==> src/rtl/hrp_pkg.sv <==
package hrp_pkg;
  typedef struct packed {
    logic capture;     // first window cycle: take snapshot
    logic shift;       // a window cycle is taking place
    logic shiftWrite;  // that window cycle is a write
    logic finish;      // last window cycle and a load is due
  } hrpStrobes_t;
endpackage

==> src/rtl/hrp_ctrl.sv <==
module hrp_ctrl
  import hrp_pkg::*;
#(
  parameter int KEY_LEN = 64,
  parameter logic [KEY_LEN-1:0] KEY = '0,
  parameter int XFER_LEN = 64,
  localparam int PTR_W = $clog2(KEY_LEN),
  localparam int CNT_W = $clog2(XFER_LEN)
) (
  input  logic             clk,
  input  logic             rst,
  input  logic             cycHit,
  input  logic             cycWrite,
  input  logic             keyBitIn,
  output hrpStrobes_t      strb,
  output logic             xferActive,
  output logic             lockout,
  output logic [PTR_W-1:0] ptr,
  output logic [CNT_W-1:0] xcnt
);
  localparam logic [PTR_W-1:0] PTR_LAST = PTR_W'(KEY_LEN - 1);
  localparam logic [CNT_W-1:0] CNT_LAST = CNT_W'(XFER_LEN - 1);

  logic wroteAny;
  logic keyMatch;
  logic lastCycle;

  assign keyMatch  = (keyBitIn == KEY[ptr]);
  assign lastCycle = (xcnt == CNT_LAST);

  always_comb begin
    strb.capture    = cycHit && xferActive && (xcnt == '0);
    strb.shift      = cycHit && xferActive;
    strb.shiftWrite = cycWrite;
    strb.finish     = cycHit && xferActive && lastCycle && (wroteAny || cycWrite);
  end

  always_ff @(posedge clk) begin
    if (rst) begin
      ptr        <= '0;
      lockout    <= 1'b0;
      xferActive <= 1'b0;
      xcnt       <= '0;
      wroteAny   <= 1'b0;
    end else if (cycHit) begin
      if (!xferActive) begin
        if (!cycWrite) begin
          ptr     <= '0;
          lockout <= 1'b0;
        end else if (!lockout) begin
          if (keyMatch) begin
            if (ptr == PTR_LAST) begin
              xferActive <= 1'b1;
              ptr        <= '0;
              xcnt       <= '0;
              wroteAny   <= 1'b0;
            end else begin
              ptr <= ptr + 1'b1;
            end
          end else begin
            lockout <= 1'b1;
          end
        end
      end else begin
        if (lastCycle) begin
          xferActive <= 1'b0;
          xcnt       <= '0;
          wroteAny   <= 1'b0;
          ptr        <= '0;
          lockout    <= 1'b0;
        end else begin
          xcnt     <= xcnt + 1'b1;
          wroteAny <= wroteAny || cycWrite;
        end
      end
    end
  end
endmodule

==> src/rtl/hrp_datapath.sv <==
module hrp_datapath
  import hrp_pkg::*;
#(
  parameter int TIME_W = 64
) (
  input  logic              clk,
  input  logic              rst,
  input  hrpStrobes_t       strb,
  input  logic              bitIn,
  input  logic [TIME_W-1:0] timeNow,
  output logic              rdBit,
  output logic              timeLoad,
  output logic [TIME_W-1:0] timeLoadWord
);
  logic [TIME_W-1:0] shiftReg;
  logic [TIME_W-1:0] baseWord;
  logic              newTop;

  // bit i of the snapshot sits at position 0 in window cycle i
  assign baseWord = strb.capture ? timeNow : shiftReg;
  assign rdBit    = baseWord[0];
  assign newTop   = strb.shiftWrite ? bitIn : baseWord[0];

  always_ff @(posedge clk) begin
    if (rst) begin
      shiftReg <= '0;
      timeLoad <= 1'b0;
    end else begin
      timeLoad <= strb.finish;
      if (strb.shift) shiftReg <= {newTop, baseWord[TIME_W-1:1]};
    end
  end

  assign timeLoadWord = shiftReg;
endmodule

==> src/rtl/hidden_reg_port.sv <==
module hidden_reg_port
  import hrp_pkg::*;
#(
  parameter int DATA_W = 8,
  parameter int TIME_W = 64,
  parameter int KEY_LEN = 64,
  parameter logic [KEY_LEN-1:0] KEY = 64'hA5C3_1E7F_0B96_D248,
  localparam int PTR_W = $clog2(KEY_LEN),
  localparam int CNT_W = $clog2(TIME_W)
) (
  input  logic              clk,
  input  logic              rst,
  input  logic              cycValid,
  input  logic              cycWrite,
  input  logic              cycSel,
  input  logic [DATA_W-1:0] cycWdata,
  input  logic [DATA_W-1:0] ramRdata,
  input  logic [TIME_W-1:0] timeNow,
  output logic              ramEn,
  output logic              ramWe,
  output logic [DATA_W-1:0] ramWdata,
  output logic [DATA_W-1:0] busRdata,
  output logic              timeLoad,
  output logic [TIME_W-1:0] timeLoadWord
);
  hrpStrobes_t      strb;
  logic             cycHit;
  logic             xferActive;
  logic             lockout;
  logic [PTR_W-1:0] ptr;
  logic [CNT_W-1:0] xcnt;
  logic             rdBit;

  assign cycHit = cycValid && cycSel;

  hrp_ctrl #(
    .KEY_LEN(KEY_LEN), .KEY(KEY), .XFER_LEN(TIME_W)
  ) uCtrl (
    .clk(clk), .rst(rst), .cycHit(cycHit), .cycWrite(cycWrite),
    .keyBitIn(cycWdata[0]), .strb(strb), .xferActive(xferActive),
    .lockout(lockout), .ptr(ptr), .xcnt(xcnt)
  );

  hrp_datapath #(.TIME_W(TIME_W)) uData (
    .clk(clk), .rst(rst), .strb(strb), .bitIn(cycWdata[0]),
    .timeNow(timeNow), .rdBit(rdBit), .timeLoad(timeLoad),
    .timeLoadWord(timeLoadWord)
  );

  assign ramEn    = cycHit && !xferActive;
  assign ramWe    = ramEn && cycWrite;
  assign ramWdata = cycWdata;
  assign busRdata = xferActive ? {{(DATA_W-1){1'b0}}, rdBit} : ramRdata;
endmodule

==> config.mk <==
export PLATFORM = sky130hd
export DESIGN_NAME = hidden_reg_port
export DESIGN_NICKNAME = d
export VERILOG_FILES = /design/src/rtl/hrp_pkg.sv /design/src/rtl/hrp_ctrl.sv /design/src/rtl/hrp_datapath.sv /design/src/rtl/hidden_reg_port.sv
export SDC_FILE = /design/constraint.sdc
export NUM_CORES = 1
export LEC_CHECK = 0
export ABC_AREA = 1
export CAP_MARGIN = 30
export CORE_AREA = 2 2 112 114
export DETAILED_ROUTE_END_ITERATION = 8
export DIE_AREA = 0 0 114 116
export PLACE_DENSITY = 0.83
export SYNTH_ARGS = -nofsm -noshare
export SYNTH_HDL_FRONTEND = slang
export SYNTH_HIERARCHICAL = 1
export SYNTH_SLANG_ARGS = --single-unit
export TNS_END_PERCENT = 100
==> constraint.sdc <==
create_clock -name clk -period 2.6 [get_ports clk]
set_clock_uncertainty 0.05 [all_clocks]
set_input_delay 0.65 -clock clk [delete_from_list [all_inputs] [get_ports clk]]
set_output_delay 0.65 -clock clk [all_outputs]
set_load 0.02 [all_outputs]
==> impl_metrics.json <==
{
  "crit_required_ns": 1.90,
  "initial_core_util_pct": 40.2,
  "ant_nets": 0,
  "end_kind": "output pin",
  "syn-cell-area_um2": 4790,
  "critical_path_peak_fanout": 2,
  "hold_viol": 0,
  "clk_path_buf_depth": 2,
  "antenna_found_initial": 0,
  "io_buffers": 153,
  "vias": 4971,
  "hold_buffers": 0,
  "arrival_ns": 1.88,
  "vias_per_cell": 4.56,
  "power_density_nw_per_um2": 487,
  "first_global_vias": 4589,
  "ir_drop_v": 0.000275,
  "cts_tree": "built",
  "synth_edf_count": 0,
  "yosysSeqAreaShare_pct": 33.9,
  "setup_viol": 0,
  "ys_types": 30,
  "clk_latency_ns": 0.32,
  "max-slew-margin-rel_pct": 47.6,
  "worstSetupStartpointType": "input port",
  "rsz0062_at_grt": "yes",
  "period_needed_ns": 2.58,
  "hold_class": "reg -> reg",
  "power_uw": 3340,
  "drv_cap": 0,
  "worst_path_dominant_cell_family": "simple AND/OR/NAND/NOR gates",
  "wl_per_cell_um": 11.6,
  "drtIter0Drc": 303,
  "async_flop_share_pct": 0,
  "yosys_warnings": 6,
  "max_stage_delay_ns": 0.28,
  "grt_pass1_wl_um": 20700,
  "drt-pass1-iter-count": 4,
  "clock_sinks": 81,
  "nets": 1031,
  "dp_hpwl_um": 9010,
  "antenna_cells": 0,
  "area_delta_synth_final_pct": 43.2,
  "root_buffer": "clkbuf_16",
  "die-area_um2": 13200,
  "syn_avg_cell_area_um2": 6.10,
  "core_region_area_um2": 11900,
  "drt_wl_total_um": 12700,
  "clock.fmax_mhz": 388,
  "layout_commonest_cell": "nand2_1",
  "tightest_slew_ns": 0.786,
  "p_leak_uw": 0.00322,
  "grt_usage_pct": 19.0,
  "fin_ws_ns": 0.0225,
  "synth_cells": 784,
  "crit_chain": "buf_2 > nand2_2 > inv_2 > nand2_4 > nor4_4 > buf_4 > inv_2 > nand2_2 > and2_4 > nand2_1 > nand2_1 > buf_6",
  "instances_no_fill": 1091,
  "period_share_pct": 99.1,
  "ys_seq_elements": 81,
  "ios": 168,
  "die_h_um": 116,
  "grt-ovfl-total": 0,
  "path_clk_slew_ns": 0.06,
  "synth_flop_cell": "dfxtp_1",
  "preCtsSetupSlack_ns": -0.883,
  "gp_congestion": 0.840,
  "slew_viol_final": 0,
  "holdWs_ns": 0.413,
  "die_x_um": 114,
  "crit_buf_inv": 5,
  "route.detailed.drc": 0,
  "critPathSlowestCell": "nor4_4",
  "outcome": "complete, no violations",
  "htree_levels": 3,
  "placed_cells": 1072,
  "drive_above_1_share_pct": 9.64,
  "utilization_pct": 57.6,
  "cts_buffers": 9,
  "layout_common_cells": "nand2_1, nor2_1, clkdlybuf4s50_1",
  "path_class": "in -> out",
  "synth_fp_nets": 876,
  "rows": 40,
  "grt_max_degree": 70
}
-- metal layers --
metal | share of wire [%] | vias to the layer above | track usage [%]
met4 | 1.1 | 0 | 5.12
met2 | 50 | 98 | 34.6
met1 | 45 | 2206 | 23.0
met5 | 0 | - | 0
li1 | - | 2657 | -
met3 | 3.8 | 10 | 3.56
-- tightest hold or removal path: cells and delay by family, from the launching register on --
family	cells	cell delay, ns
AOI/OAI and AO/OA	1	0.06
buffers and inverters	1	0.07
DFF	1	0.30
-- cell type report --
cell class	count	area, um^2
flip-flops and latches	81	1620
repair buffers	191	1830
fillers	1167	5060
multi-input cells	539	2420
clock inverters	5	128
well taps	147	184
inverters	117	443
clock buffers	11	233
-- sequential cells by signal, summed over array words and instances (netlist names), named ones only --
register	cells
uData/timeLoadWord	64
uCtrl/ptr	6
uCtrl/xcnt	6
uCtrl/lockout	1
uCtrl/wroteAny	1
uCtrl/xferActive	1
uData/timeLoad	1
-- synth_stat cells (2+ instances only) --
cell	instances	area share (%)
nand2_1	244	19
nor2_1	147	12
inv_1	111	8.7
nand3_1	87	9.1
dfxtp_1	81	34
buf_4	17	2.7
buf_2	15	1.6
a21oi_1	13	1.4
buf_6	7	1.6
ha_1	7	1.8
nand4_1	6	0.78
clkbuf_8	5	1.4
inv_2	5	0.39
o21ai_0	5	0.52
nand2_2	4	0.52
nand3_2	4	0.84
nor2_2	4	0.52
nor3_1	4	0.42
clkbuf_1	3	0.24
nand2_4	2	0.47
nor2_4	2	0.47
nor4_1	2	0.26
o21ai_2	2	0.37
-- power by group --
part | internal (uW) | switching (uW)
sequential | 1280 | 27.4
combinational | 268 | 258
clock | 1040 | 475
-- worst paths after layout --
path | start | to | slack [ns] | depth (start not counted)
setup / recovery | cycValid | busRdata[0] | 0.02 | 12
hold reg to reg | uCtrl/lockout$_SDFFE_PP0P_ | uCtrl/lockout$_SDFFE_PP0P_ | 0.41 | 2
setup reg to reg | uCtrl/xcnt[0]$_SDFFE_PP0P_ | register | 0.38 | 17
hold / removal | uCtrl/lockout$_SDFFE_PP0P_ | uCtrl/lockout$_SDFFE_PP0P_ | 0.41 | 2
-- repair_timing --
action / CTS / global route
endpoints found under the setup margin: 3 / 6
buffers inserted: 3 / 0
pin swaps: 3 / 2
resized for setup: 16 / 14
-- logic make-up after synthesis --
kind of cell,share of synthesized area [%]
DFF,33.9
and+or+nand+nor,44.5
adders and majority gates,1.83
buffers and inverters,16.8
AOI/OAI and AO/OA,2.95
-- per-stage QoR --
| stage | TNS [ns] | cell area [um^2] |
|---|---|---|
| 2_1_floorplan | 0 | 4790 |
| 3_3_place_gp | -1.23 | 6430 |
| 3_5_place_dp | -7.00 | 6430 |
| 4_1_cts | 0 | 6820 |
| 5_1_grt | -0.0615 | 6860 |
| 6_report | 0 | 6860 |
Power figures use the tool's default switching activity.
